## src/rtl/ec_port_pkg.sv

```systemverilog
package ec_port_pkg;

  typedef enum logic [1:0] {
    SQ_IDLE    = 2'd0,
    SQ_RD_ADDR = 2'd1,
    SQ_WR_ADDR = 2'd2,
    SQ_WR_DATA = 2'd3
  } seq_state_e;

  localparam logic [7:0] OP_READ      = 8'h80;
  localparam logic [7:0] OP_WRITE     = 8'h81;
  localparam logic [7:0] OP_BURST_ON  = 8'h82;
  localparam logic [7:0] OP_BURST_OFF = 8'h83;
  localparam logic [7:0] OP_QUERY     = 8'h84;

  localparam int ST_OBF_BIT = 0;
  localparam int ST_IBF_BIT = 1;
  localparam int ST_CMD_BIT = 3;

  function automatic logic op_is_inert(input logic [7:0] code);
    return (code == OP_BURST_ON) || (code == OP_BURST_OFF) || (code == OP_QUERY);
  endfunction

endpackage

```

## src/rtl/ec_port_regfile.sv

```systemverilog
module ec_port_regfile #(
  parameter int AW    = 8,
  parameter int DEPTH = 32
) (
  input  logic          clk,
  input  logic          rd_en,
  input  logic          wr_en,
  input  logic [AW-1:0] addr,
  input  logic [7:0]    wdata,
  output logic [7:0]    rdata
);
  localparam int IW = (DEPTH > 1) ? $clog2(DEPTH) : 1;

  logic [7:0]    mem [DEPTH];
  logic [7:0]    rdata_q;
  logic          in_range;
  logic [IW-1:0] idx;

  assign in_range = ({1'b0, addr} < (AW+1)'(DEPTH));
  assign idx      = addr[IW-1:0];

  always_ff @(posedge clk) begin
    if (wr_en && in_range) mem[idx] <= wdata;
  end

  always_ff @(posedge clk) begin
    if (rd_en) rdata_q <= in_range ? mem[idx] : 8'h00;
  end

  assign rdata = rdata_q;

  AST_RANGE_READ_ZERO: assert property (@(posedge clk)
    (rd_en && !in_range) |=> (rdata == 8'h00));

endmodule

```

## src/rtl/ec_port_ibf_timer.sv

```systemverilog
module ec_port_ibf_timer #(
  parameter int HOLD = 2
) (
  input  logic clk,
  input  logic rst,
  input  logic set_i,
  input  logic consume_i,
  output logic ibf_o
);
  localparam int CW = $clog2(HOLD + 2);

  logic          ibf_q;
  logic          busy_q;
  logic [CW-1:0] cnt_q;

  always_ff @(posedge clk) begin
    if (rst) begin
      ibf_q  <= 1'b0;
      busy_q <= 1'b0;
      cnt_q  <= '0;
    end else if (set_i) begin
      ibf_q <= 1'b1;
    end else if (consume_i) begin
      if (HOLD == 0) begin
        ibf_q <= 1'b0;
      end else begin
        busy_q <= 1'b1;
        cnt_q  <= CW'(HOLD);
      end
    end else if (busy_q) begin
      if (cnt_q == CW'(1)) begin
        ibf_q  <= 1'b0;
        busy_q <= 1'b0;
        cnt_q  <= '0;
      end else begin
        cnt_q <= cnt_q - CW'(1);
      end
    end
  end

  assign ibf_o = ibf_q;

  AST_IBF_HOLD_WINDOW: assert property (@(posedge clk) disable iff (rst)
    busy_q |-> (ibf_q && cnt_q != '0 && cnt_q <= CW'(HOLD)));

endmodule

```

## src/rtl/ec_port_seq.sv

```systemverilog
module ec_port_seq
  import ec_port_pkg::*;
#(
  parameter int AW = 8
) (
  input  logic          clk,
  input  logic          rst,
  input  logic          byte_vld,
  input  logic [7:0]    byte_i,
  input  logic          byte_is_cmd,
  output logic          consume_o,
  output logic          reg_rd_en,
  output logic          reg_wr_en,
  output logic [AW-1:0] reg_addr,
  output logic [7:0]    reg_wdata,
  output logic          load_out_o
);
  seq_state_e    st_q, st_d;
  logic [AW-1:0] addr_q;
  logic          load_q;
  logic          data_vld;

  assign data_vld  = byte_vld && !byte_is_cmd;
  assign consume_o = byte_vld;
  assign reg_rd_en = data_vld && (st_q == SQ_RD_ADDR);
  assign reg_wr_en = data_vld && (st_q == SQ_WR_DATA);
  assign reg_addr  = reg_rd_en ? AW'(byte_i) : addr_q;
  assign reg_wdata = byte_i;

  always_comb begin
    st_d = st_q;
    if (byte_vld) begin
      if (byte_is_cmd) begin
        if (byte_i == OP_READ)       st_d = SQ_RD_ADDR;
        else if (byte_i == OP_WRITE) st_d = SQ_WR_ADDR;
        else if (op_is_inert(byte_i)) st_d = st_q;
        else                          st_d = SQ_IDLE;
      end else begin
        case (st_q)
          SQ_RD_ADDR: st_d = SQ_IDLE;
          SQ_WR_ADDR: st_d = SQ_WR_DATA;
          SQ_WR_DATA: st_d = SQ_IDLE;
          default:    st_d = SQ_IDLE;
        endcase
      end
    end
  end

  always_ff @(posedge clk) begin
    if (rst) begin
      st_q   <= SQ_IDLE;
      addr_q <= '0;
      load_q <= 1'b0;
    end else begin
      st_q   <= st_d;
      load_q <= reg_rd_en;
      if (data_vld && st_q == SQ_WR_ADDR) addr_q <= AW'(byte_i);
    end
  end

  assign load_out_o = load_q;

  AST_INERT_CODE_HOLDS: assert property (@(posedge clk) disable iff (rst)
    (byte_vld && byte_is_cmd && op_is_inert(byte_i)) |=> $stable(st_q));

  AST_NEW_CMD_RESTARTS: assert property (@(posedge clk) disable iff (rst)
    (byte_vld && byte_is_cmd && byte_i == OP_WRITE) |=> (st_q == SQ_WR_ADDR));

endmodule

```

## src/rtl/ec_host_port.sv

```systemverilog
module ec_host_port
  import ec_port_pkg::*;
#(
  parameter int REG_DEPTH = 32,
  parameter int IBF_HOLD  = 2
) (
  input  logic       clk,
  input  logic       rst,
  input  logic       host_wr,
  input  logic       host_rd,
  input  logic       host_sel,
  input  logic [7:0] host_wdata,
  output logic [7:0] host_rdata
);
  localparam int AW = 8;

  logic          ibf;
  logic          accept;
  logic          consume;
  logic [7:0]    in_byte_q;
  logic          in_cmd_q;
  logic          in_pend_q;
  logic [7:0]    out_byte_q;
  logic          obf_q;
  logic [7:0]    rdata_q;
  logic [7:0]    status;
  logic          rf_rd_en;
  logic          rf_wr_en;
  logic [AW-1:0] rf_addr;
  logic [7:0]    rf_wdata;
  logic [7:0]    rf_rdata;
  logic          load_out;

  assign accept = host_wr && !ibf;

  always_comb begin
    status             = 8'h00;
    status[ST_OBF_BIT] = obf_q;
    status[ST_IBF_BIT] = ibf;
    status[ST_CMD_BIT] = in_cmd_q;
  end

  always_ff @(posedge clk) begin
    if (rst) begin
      in_byte_q <= 8'h00;
      in_cmd_q  <= 1'b0;
      in_pend_q <= 1'b0;
    end else if (accept) begin
      in_byte_q <= host_wdata;
      in_cmd_q  <= host_sel;
      in_pend_q <= 1'b1;
    end else if (consume) begin
      in_pend_q <= 1'b0;
    end
  end

  always_ff @(posedge clk) begin
    if (rst) begin
      out_byte_q <= 8'h00;
      obf_q      <= 1'b0;
    end else if (load_out) begin
      out_byte_q <= rf_rdata;
      obf_q      <= 1'b1;
    end else if (host_rd && !host_sel) begin
      obf_q <= 1'b0;
    end
  end

  always_ff @(posedge clk) begin
    if (rst)          rdata_q <= 8'h00;
    else if (host_rd) rdata_q <= host_sel ? status : out_byte_q;
  end

  assign host_rdata = rdata_q;

  ec_port_ibf_timer #(.HOLD(IBF_HOLD)) u_timer (
    .clk       (clk),
    .rst       (rst),
    .set_i     (accept),
    .consume_i (consume),
    .ibf_o     (ibf)
  );

  ec_port_seq #(.AW(AW)) u_seq (
    .clk         (clk),
    .rst         (rst),
    .byte_vld    (in_pend_q),
    .byte_i      (in_byte_q),
    .byte_is_cmd (in_cmd_q),
    .consume_o   (consume),
    .reg_rd_en   (rf_rd_en),
    .reg_wr_en   (rf_wr_en),
    .reg_addr    (rf_addr),
    .reg_wdata   (rf_wdata),
    .load_out_o  (load_out)
  );

  ec_port_regfile #(.AW(AW), .DEPTH(REG_DEPTH)) u_regs (
    .clk   (clk),
    .rd_en (rf_rd_en),
    .wr_en (rf_wr_en),
    .addr  (rf_addr),
    .wdata (rf_wdata),
    .rdata (rf_rdata)
  );

  AST_IBF_WR_IGNORED: assert property (@(posedge clk) disable iff (rst)
    (ibf && host_wr) |=> ($stable(in_byte_q) && $stable(in_cmd_q)));

  AST_OBF_CLR_ON_READ: assert property (@(posedge clk) disable iff (rst)
    (obf_q && host_rd && !host_sel && !load_out) |=> !obf_q);

  AST_STATUS_RSVD_ZERO: assert property (@(posedge clk) disable iff (rst)
    (host_rd && host_sel) |=> (host_rdata[7:4] == 4'h0 && host_rdata[2] == 1'b0));

  AST_SET_WHILE_FREE: assert property (@(posedge clk) disable iff (rst)
    accept |=> (ibf && in_pend_q));

endmodule

```

## config.mk

```make
export PLATFORM = sky130hd
export DESIGN_NAME = ec_host_port
export DESIGN_NICKNAME = d
export VERILOG_FILES = /design/src/rtl/ec_port_pkg.sv /design/src/rtl/ec_port_regfile.sv /design/src/rtl/ec_port_ibf_timer.sv /design/src/rtl/ec_port_seq.sv /design/src/rtl/ec_host_port.sv
export SDC_FILE = /design/constraint.sdc
export NUM_CORES = 1
export LEC_CHECK = 0
export BUFFER_PORTS_ARGS = -buffer_cell sky130_fd_sc_hd__buf_2
export CAP_MARGIN = 40
export CORE_MARGIN = 3
export CORE_UTILIZATION = 54
export CTS_CLUSTER_DIAMETER = 60
export DETAILED_ROUTE_END_ITERATION = 12
export PLACE_DENSITY = 0.85
export SLEW_MARGIN = 0
export SYNTH_ARGS = -nofsm -noshare
export SYNTH_HDL_FRONTEND = slang
export SYNTH_HIERARCHICAL = 1
export SYNTH_SLANG_ARGS = --single-unit
```

## constraint.sdc

```tcl
create_clock -name clk -period 2.9 [get_ports clk]
set_input_delay 0.29 -clock clk [delete_from_list [all_inputs] [get_ports clk]]
set_output_delay 0.29 -clock clk [all_outputs]
set_load 0.05 [all_outputs]
```

==> impl_metrics.yaml, run 1 <==
route:
  wl_per_cell_um: 23.1
  drt_iter0_drc: 950
  dr.pass1.iters: 5
  via_per_inst: 6.22
  post-route-drc-count: 0
  via_count: 7179
  routed_wl_um: 26700
  ant_nets: 0
worst_setup_path:
  critPathMaxFanout: 24
  endpoint_kind: "flip-flop"
  slowest_delay_ns: 0.54
  crit_chain: "and4bb_2 -> buf_6 -> mux2_2 -> nand4bb_2 -> o22ai_1 -> nor4_4 -> a31oi_1"
  worst-path-buf-inv: 1
  slowest_stage: "mux2_2"
  arrival_ns: 3.29
  crit_type: "flip-flop to flip-flop"
  startpoint_type: "flip-flop"
  cp_data_required_time_ns: 3.29
  path_delay_family: "simple AND/OR/NAND/NOR gates"
clock_network:
  cts_tree: "yes"
  clk_pin_slew_ns: 0.06
  cts.sinks: 306
  clock_path_buffers: 3
  h-tree-depth: 1
  cts_buffers: 29
  insertion_delay_ns: 0.54
  cts_root_buffer: "clkbuf_16"
grt:
  grt_pass1_wl_um: 40100
  grt_max_degree: 44
  grt_pass1_vias: 6968
  grt_usage: 0.214
  antenna_found_initial: 0
  overflow: 0
logic_synthesis:
  synth_fp_nets: 807
  synthCells: 793
  synth.distinct_cells: 45
  yosysMostFrequentCell: "edfxtp_1"
  yosys.area.top_type: "edfxtp_1"
  synth_area_per_cell_um2: 15.4
  synthFlopType: "edfxtp_1"
  syn_area_um2: 12200
  synth.top_cells.by_count: "264 x edfxtp_1, 140 x mux2i_1, 65 x nor2_1"
  synth_area_leaders: "edfxtp_1 65%, mux2i_1 11%, dfxtp_1 6.9%"
  ys_ff_latch: 306
  async_flop_share: 0
  yosys_warnings: 6
  synth_edf_count: 264
  synth_top_area_frac: 0.650
  ys_seq_area_frac: 0.719
sta:
  timing.slew.headroom: 0.501
  final-setup-viol-count: 0
  finalCritPeriodShare: 0.997
  drv_slew: 0
  fmax_mhz: 346
  hold_viol: 0
  fin_worst_skew_ns: 0.0113
  min_period_ns: 2.89
  worst_pin_slew_ns: 0.748
finish:
  multi_input_area_um2: 3310
  finish.instance_area_um2: 14000
  fillerInstances: 1497
  num-nets-final: 869
  drive_above_1_share: 0.191
  syn_to_final_growth_pct: 14.7
  register_area_um2: 8770
  diodes: 0
  finalNonFillerCells: 1155
run:
  cap_violations: 0
placed_design:
  dpl_cell_area_um2: 12800
  numPlacedInstances: 1097
  place_congestion: 0.886
  hpwl_um: 16100
  port_buffers: 20
floorplan:
  die_area_um2: 24400
  fp-row-count: 54
  start_util: 0.553
  coreArea_um2: 22000
  die_h_um: 156
  num_io_pins: 21
  die_w_um: 156
pwr:
  powerDensity_nw_per_um2: 615
  p_leak_nw: 4.35
  vdd_drop_max_mv: 0.377
run_status:
  status: "finished, final reports clean"
min_path:
  hold_class: "primary input to flip-flop"
per-layer routing:
metal	GRT usage	share of wire	up-vias
met4	0.0875	0.038	0
met2	0.345	0.49	379
met1	0.291	0.39	3543
li1	-	-	3180
met3	0.0373	0.081	77
met5	0	0	-
report_power, final:
group          internal (W)  leakage, nW  total (W)  switching, W
sequential          0.00480         2.75    0.00482     0.0000157
clock               0.00200        0.417    0.00351       0.00152
combinational     0.0000805         1.18   0.000260      0.000180
metrics by stage:
stage / utilization / setup TNS, ns / setup WS, ns / total power (W) / hold WS [ns]
global placement: 0.583 / -0.292 / -0.102 / 0.00515 / 0.443
global route: 0.635 / -0.241 / -0.0597 / 0.00884 / 0.00821
floorplan: - / -3.65 / -0.0569 / 0.00507 / 0.359
detailed placement: 0.583 / -0.696 / -0.181 / 0.00516 / 0.444
CTS: 0.628 / 0 / 0.00376 / 0.00863 / 0.00727
finish: 0.635 / 0 / 0.00767 / 0.00859 / 0.0239
what timing repair did:
| action | CTS | global route |
|---|---|---|
| hold endpoints to repair | 4 | 0 |
| pin swaps | 0 | 3 |
| hold buffers | 4 | 0 |
| setup buffers | 0 | 3 |
| endpoints found under the setup margin | 8 | 65 |
| resized for setup | 16 | 22 |
| cloned | 0 | 0 |
final cells by class:
cell class,count,share of cell area
Timing Repair Buffer,87,0.0479
Clock inverter,14,0.00797
Sequential cell,306,0.627
Clock buffer,37,0.0541
Multi-Input combinational cell,427,0.237
Inverter,4,0.00107
Tap cell,280,0.0251
cell families (layout without fill, tap and decap cells):
kind of cell	after synthesis	count (layout)	synth area share
AOI/OAI and AO/OA	110	110	0.0549
DFF	306	306	0.719
adders and majority gates	1	1	0.00103
buffers and inverters	60	142	0.0284
muxes	148	148	0.122
and+or+nand+nor	168	168	0.0739
worst reg2reg max path: stages (launching register included):
cell and delay, ns:
dfxtp_1 0.37, and4bb_2 0.31, buf_6 0.20, mux2_2 0.54, nand4bb_2 0.53, o22ai_1 0.50
nor4_4 0.12, a31oi_1 0.18
state kept, by name (all words and copies together), names as in the netlist:
| signal | count |
|---|---|
| host_rdata | 8 |
| in_byte_q | 8 |
| in_cmd_q | 1 |
| in_pend_q | 1 |
| obf_q | 1 |
| out_byte_q | 8 |
| u_regs/mem | 256 |
| u_regs/rdata | 8 |
| u_seq/addr_q | 8 |
| u_seq/load_out_o | 1 |
| u_seq/st_q | 2 |
| u_timer/busy_q | 1 |
| u_timer/cnt_q | 2 |
| u_timer/ibf_o | 1 |
final timing paths:
path,from,endpoint,slack [ns],cells after the start
worst max-delay path,u_seq/st_q[0],u_regs/rdata[6],0.008,7
worst min-delay path,host_wdata[0],in_byte_q[0],0.02,3
worst max register to register,u_seq/st_q[0],u_regs/rdata[6],0.008,7
worst min register to register,u_seq/addr_q[6],u_seq/addr_q[6],0.46,2
cells in the final DEF, fill, tap and decap left out, types with 3 or more instances in the layout:
cell type and count:
clkinv_1 9, or4b_4 4, a21oi_1 26, nand4bb_1 3, buf_2 20, o22ai_1 52, buf_6 5, nor2_1 65
o21ai_0 3, nand3b_1 4, nand4_1 3, dlygate4sd3_1 4, clkbuf_1 8, or3_1 4, nand4b_1 4, nand2b_1 6
buf_12 3, inv_1 3, a31oi_1 9, nand4bb_2 3, edfxtp_1 264, nor2b_1 3, buf_4 55, mux2i_1 139
a211oi_1 3, nor3_2 3, a311oi_1 3, nand2_1 38, o22ai_2 12, nor4_2 6, mux2_2 6, dfxtp_1 42
clkbuf_16 29
Note: power is estimated with default switching activity, not from simulation.
==> run 2, diff against run 1 <==
--- a/config.mk
+++ b/config.mk
@@ -11,7 +11,7 @@
 export CORE_UTILIZATION = 54
 export CTS_CLUSTER_DIAMETER = 60
 export DETAILED_ROUTE_END_ITERATION = 12
-export PLACE_DENSITY = 0.85
+export PLACE_DENSITY = 0.82
 export SLEW_MARGIN = 0
 export SYNTH_ARGS = -nofsm -noshare
 export SYNTH_HDL_FRONTEND = slang
==> constraint.sdc (replaced) <==
create_clock -name clk -period 2.8 [get_ports clk]
set_input_delay 0.28 -clock clk [delete_from_list [all_inputs] [get_ports clk]]
set_output_delay 0.28 -clock clk [all_outputs]
set_load 0.05 [all_outputs]
==> run 2 against run 1 <==
  * Register-to-register slack barely moved
  * Combinational power increased by 2%
  * Final cell count grew 1.2%
  * Die area did not move
  * Sequential cell count did not move
  * Hold slack got worse by 0.010 ns
  * Fmax rose by 3.6%
  * Critical endpoint is now u_regs/rdata[1]
  * Largest power group unchanged
==> impl_metrics.yaml, run 2 (same netlist as run 1, synthesis figures left out) <==
min_path:
  min_to: "in_byte_q[2]"
  hp-start: "host_wdata[2]"
  hold_class: "primary input to flip-flop"
  whs_path_depth: 3
clock_network:
  cts_root_buffer: "clkbuf_16"
  cts.sinks: 306
  clk_pin_slew_ns: 0.06
  cts_tree: "yes"
  insertion_delay_ns: 0.54
  clock_path_buffers: 3
  cts_buffers: 29
  h-tree-depth: 1
grt:
  overflow: 0
  grt_max_degree: 44
  grt_usage: 0.208
  grt_pass1_wl_um: 38700
  antenna_found_initial: 0
  grt_pass1_vias: 6571
worst_setup_path:
  startpoint_type: "flip-flop"
  slowest_stage: "mux2_8"
  r2r_start: "in_cmd_q"
  arrival_ns: 3.07
  endpoint_kind: "flip-flop"
  critPathMaxFanout: 30
  r2r_cells: 8
  cp_data_required_time_ns: 3.08
  rrSetupSlack_ns: 0.009
  regToRegEndpoint: "u_regs/rdata[1]"
  crit_chain: "and4bb_4 -> buf_4 -> mux2_8 -> buf_4 -> mux2i_1 -> o22ai_1 -> nor4_1 -> a31oi_1"
  slowest_delay_ns: 0.48
  cpMostUsedCell: "buf_4"
  crit_type: "flip-flop to flip-flop"
finish:
  diodes: 0
  layout_common_cells: "264 x edfxtp_1, 139 x mux2i_1, 70 x buf_4, 60 x nor2_1, 60 x o22ai_1"
  fillerInstances: 1497
  syn_to_final_growth_pct: 14.5
  final_common_cell: "edfxtp_1"
  num-nets-final: 882
  largest_reg_flops: 256
  finalNonFillerCells: 1169
  regMostFlops: "u_regs/mem"
  drive_above_1_share: 0.197
run_status:
  status: "finished, final reports clean"
floorplan:
  num_io_pins: 21
  die_w_um: 156
  die_h_um: 156
  fp-row-count: 54
  start_util: 0.553
  coreArea_um2: 22000
  die_area_um2: 24400
route:
  ant_nets: 0
  routed_wl_um: 25600
  wl_per_cell_um: 21.9
  via_per_inst: 6.04
  drt_iter0_drc: 937
  wl_met2_um: 12500
  wl_met1_um: 10300
  dr_wl_met3_um: 1830
  dr.pass1.iters: 5
  post-route-drc-count: 0
  maxUsedRoutingLayer: "met4"
  via_count: 7064
pwr:
  p_leak_nw: 4.39
  power.total_w: 0.00879
  powerDensity_nw_per_um2: 629
  vdd_drop_max_mv: 0.422
sta:
  finalCritPeriodShare: 0.997
  fin_worst_skew_ns: 0.0196
  final-setup-viol-count: 0
  fmax_mhz: 358
  drv_slew: 0
  min_period_ns: 2.79
  hold_viol: 0
  worst_pin_slew_ns: 0.736
  timing.slew.headroom: 0.509
  final.setup.tns_ns: 0
run:
  cap_violations: 0
placed_design:
  port_buffers: 20
  place_congestion: 0.962
  numPlacedInstances: 1109
  hpwl_um: 16500
## run 2: metal layers
layer  GRT usage  up-vias
met3      0.0326       72
met4      0.0734        0
met5           0        -
met2       0.348      320
li1            -     3213
met1       0.279     3459
## run 2: critical path, delay by kind of cell (launching register included)
family / cells / cell delay [ns]
mux: 2 / 0.75
compound gates: 2 / 0.27
buf+inv: 2 / 0.38
flops: 1 / 0.31
simple gates: 2 / 0.78
## run 2: final cells by class
cell class | instances | area (µm²) | area share
timing repair buffer | 100 | 759 | 0.0544
sequential | 306 | 8770 | 0.628
inverter | 4 | 15.0 | 0.00108
tap | 280 | 350 | 0.0251
clock buffer | 34 | 744 | 0.0533
clock inverter | 18 | 110 | 0.00789
multi-input combinational | 427 | 3210 | 0.230
## run 2: worst max path at each step
stage	cells past startpoint	start	to	slack (ns)
final	8	in_cmd_q	u_regs/rdata[1]	0.009
after global routing	8	in_cmd_q	u_regs/rdata[4]	-0.02
after CTS	8	in_cmd_q	u_regs/rdata[5]	-0.04
after detailed placement	7	in_cmd_q	u_regs/rdata[6]	-0.08
after global placement	7	in_cmd_q	u_regs/rdata[5]	-0.03
after floorplan	7	in_pend_q	u_regs/mem[28][0]	-0.15
## run 2: power breakdown
group | switching (W) | leakage [nW] | internal, W
clock | 0.00155 | 0.420 | 0.00198
sequential | 0.0000154 | 2.75 | 0.00498
combinational | 0.000180 | 1.22 | 0.0000838
total | 0.00175 | 4.39 | 0.00704
## run 2: what timing repair did
action | CTS | global route
endpoints found under the hold margin | 4 | 0
pin swaps | 0 | 1
gates resized for setup | 3 | 19
setup endpoints to repair | 7 | 162
buffers inserted | 0 | 4
hold buffers | 4 | 0
## run 2: per-stage QoR
step                      instance area, µm²  hold slack (ns)  setup WS (ns)   util
after floorplan                        12200            0.349         -0.147      -
after global placement                 12900            0.443        -0.0318  0.587
after detailed placement               12900            0.452        -0.0812  0.587
after CTS                              13800          0.00547        -0.0409  0.628
after global routing                   14000           0.0119        -0.0198  0.634
final                                  14000           0.0138        0.00874  0.634
==> run 3, diff against run 2 <==
--- a/config.mk
+++ b/config.mk
@@ -11,7 +11,7 @@
 export CORE_UTILIZATION = 54
 export CTS_CLUSTER_DIAMETER = 60
 export DETAILED_ROUTE_END_ITERATION = 12
-export PLACE_DENSITY = 0.82
+export PLACE_DENSITY = 0.85
 export SLEW_MARGIN = 0
 export SYNTH_ARGS = -nofsm -noshare
 export SYNTH_HDL_FRONTEND = slang
==> constraint.sdc (replaced) <==
create_clock -name clk -period 2.36 [get_ports clk]
set_input_delay 0.236 -clock clk [delete_from_list [all_inputs] [get_ports clk]]
set_output_delay 0.236 -clock clk [all_outputs]
set_load 0.05 [all_outputs]
==> run 3 against run 2 <==
  * The run now ends with setup timing left
  * Sequential cell count is the same
  * Clock power is 24% higher
  * Fmax is essentially flat
  * Setup slack got worse by 0.44 ns
  * First-iteration DRC count shrank 28%
  * Core utilization is 4.1 points higher
  * Final area grew 6.4%
  * Total power increased by 21%
  * Largest power group unchanged
==> impl_metrics.yaml, run 3 (same netlist as run 1, synthesis figures left out) <==
worst_setup_path:
  startpoint_type: "flip-flop"
  crit_type: "flip-flop to flip-flop"
  cp_data_required_time_ns: 2.65
  critPathMaxFanout: 13
  endpoint_kind: "flip-flop"
  arrival_ns: 3.08
  slowest_delay_ns: 0.43
  crit_chain: "and4bb_4 -> buf_6 -> mux2_8 -> bufbuf_16 -> mux2i_1 -> o22ai_2 -> nor4_2 -> a31oi_1"
  startpoint: "in_cmd_q"
  r2r_cells: 8
  r2r_start: "in_cmd_q"
  slowest_stage: "mux2_8"
sta:
  rsz0062_at_grt: "true"
  worst_pin_slew_ns: 0.755
  drv_slew: 0
  finalCritPeriodShare: 1.18
  final-setup-viol-count: 264
  fin_worst_skew_ns: 0.0120
  fmax_mhz: 358
  timing.slew.headroom: 0.497
  min_period_ns: 2.79
  fin_ws_ns: -0.431
  hold_viol: 0
  whs_ns: 0.0355
grt:
  grt_pass1_wl_um: 40600
  top_usage_layer: "met2"
  use_met1: 0.284
  overflow: 0
  grt_util_met3: 0.0296
  grt_pass1_vias: 7105
  grt_max_degree: 44
  grtUsageMet2: 0.382
  antenna_found_initial: 0
  grt_usage: 0.218
finish:
  largest_reg_flops: 256
  finalNonFillerCells: 1191
  diodes: 0
  regMostFlops: "u_regs/mem"
  drive_above_1_share: 0.276
  syn_to_final_growth_pct: 21.8
  fillerInstances: 1379
  final_common_cell: "edfxtp_1"
  num-nets-final: 904
  layout_common_cells: "264 x edfxtp_1, 133 x mux2i_1, 65 x buf_4, 44 x o22ai_1, 39 x dfxtp_1"
  finish.instance_area_um2: 14900
min_path:
  hp-start: "host_sel"
  whs_path_depth: 3
  hold_class: "primary input to flip-flop"
route:
  via_count: 7272
  wl_per_cell_um: 23.1
  ant_nets: 0
  dr.pass1.iters: 7
  drt_iter0_drc: 677
  routed_wl_um: 27500
  via_per_inst: 6.11
  post-route-drc-count: 0
floorplan:
  fp-row-count: 54
  start_util: 0.553
  die_area_um2: 24400
  die_w_um: 156
  die_h_um: 156
  num_io_pins: 21
  coreArea_um2: 22000
pwr:
  p_leak_nw: 4.62
  vdd_drop_max_mv: 0.447
  internal_power_w: 0.00852
  clock_power_share: 0.411
  powerDensity_nw_per_um2: 717
  pwr-share-comb: 0.033
  seqPwrFrac: 0.556
  power.total_w: 0.0107
  p_sw_frac: 0.200
  switching_power_w: 0.00213
clock_network:
  clock_path_buffers: 3
  clk_pin_slew_ns: 0.06
  cts_buffers: 30
  h-tree-depth: 1
  cts_tree: "yes"
  cts.sinks: 306
  insertion_delay_ns: 0.55
  cts_root_buffer: "clkbuf_16"
placed_design:
  dpl_cell_area_um2: 13300
  place_congestion: 0.926
  hpwl_um: 16800
  pre_cts_ws_ns: -0.568
  numPlacedInstances: 1124
  port_buffers: 20
run_status:
  failed_checks: "setup timing"
  status: "finished with violations"
run:
  cap_violations: 0
run 3: changes by cell type in the layout (fill, tap and decap cells not counted), sizes merged:
| cell | previous run | this run |
|---|---|---|
| dlygate4sd3 | 4 | 8 |
| buf | 96 | 111 |
| clkinvlp | 1 | 2 |
| mux2 | 8 | 9 |
| bufbuf | 0 | 1 |
| inv | 5 | 4 |
| clkbuf | 34 | 38 |
| clkinv | 15 | 12 |
run 3: path summary, 6_finish.rpt:
kind	endpoint	slack, ns
hold reg to reg	u_seq/addr_q[6]	0.46
setup / recovery	u_regs/rdata[1]	-0.43
hold / removal	in_cmd_q	0.04
setup reg to reg	u_regs/rdata[1]	-0.43
run 3: layer usage:
metal | vias to the layer above | share of wire
met1 | 3618 | 0.38
met4 | 0 | 0.038
li1 | 3257 | -
met3 | 75 | 0.068
met5 | - | 0
met2 | 322 | 0.51
run 3: power by group through the flow:
stage,Clock [W],Combinational [W],Sequential (W)
global route,0.00463,0.000379,0.00592
floorplan,0,0.000188,0.00605
detailed placement,0,0.000317,0.00604
global placement,0,0.000306,0.00604
CTS,0.00444,0.000339,0.00592
finish,0.00438,0.000348,0.00592
run 3: critical path: cells and delay by family, from the launching register on:
kind                   cells  cell delay (ns)
AOI/OAI and AO/OA          2             0.32
buffers and inverters      2             0.49
DFF                        1             0.31
muxes                      2             0.68
and+or+nand+nor            2             0.73
run 3: area by class of cell:
class	instances	area (µm²)	share of cell area
clock buffers	38	802	0.0540
repair buffers	120	1090	0.0733
flip-flops and latches	306	8770	0.591
multi-input cells	428	3710	0.250
inverters	4	15.0	0.00101
clock inverters	15	108	0.00725
well taps	280	350	0.0236
run 3: repair_timing:
item,CTS,global route
endpoints found under the setup margin,264,264
buffers inserted,3,1
pin swaps,12,9
cloned,1,1
gates resized for setup,38,49
hold buffers,8,0
hold endpoints to repair,8,0
run 3: through the flow:
| stage | setup TNS (ns) | util |
|---|---|---|
| CTS | -59.35 | 0.661 |
| finish | -70.74 | 0.674 |
| floorplan | -73.07 | - |
| global route | -82.99 | 0.674 |
| global placement | -76.57 | 0.604 |
| detailed placement | -81.27 | 0.604 |
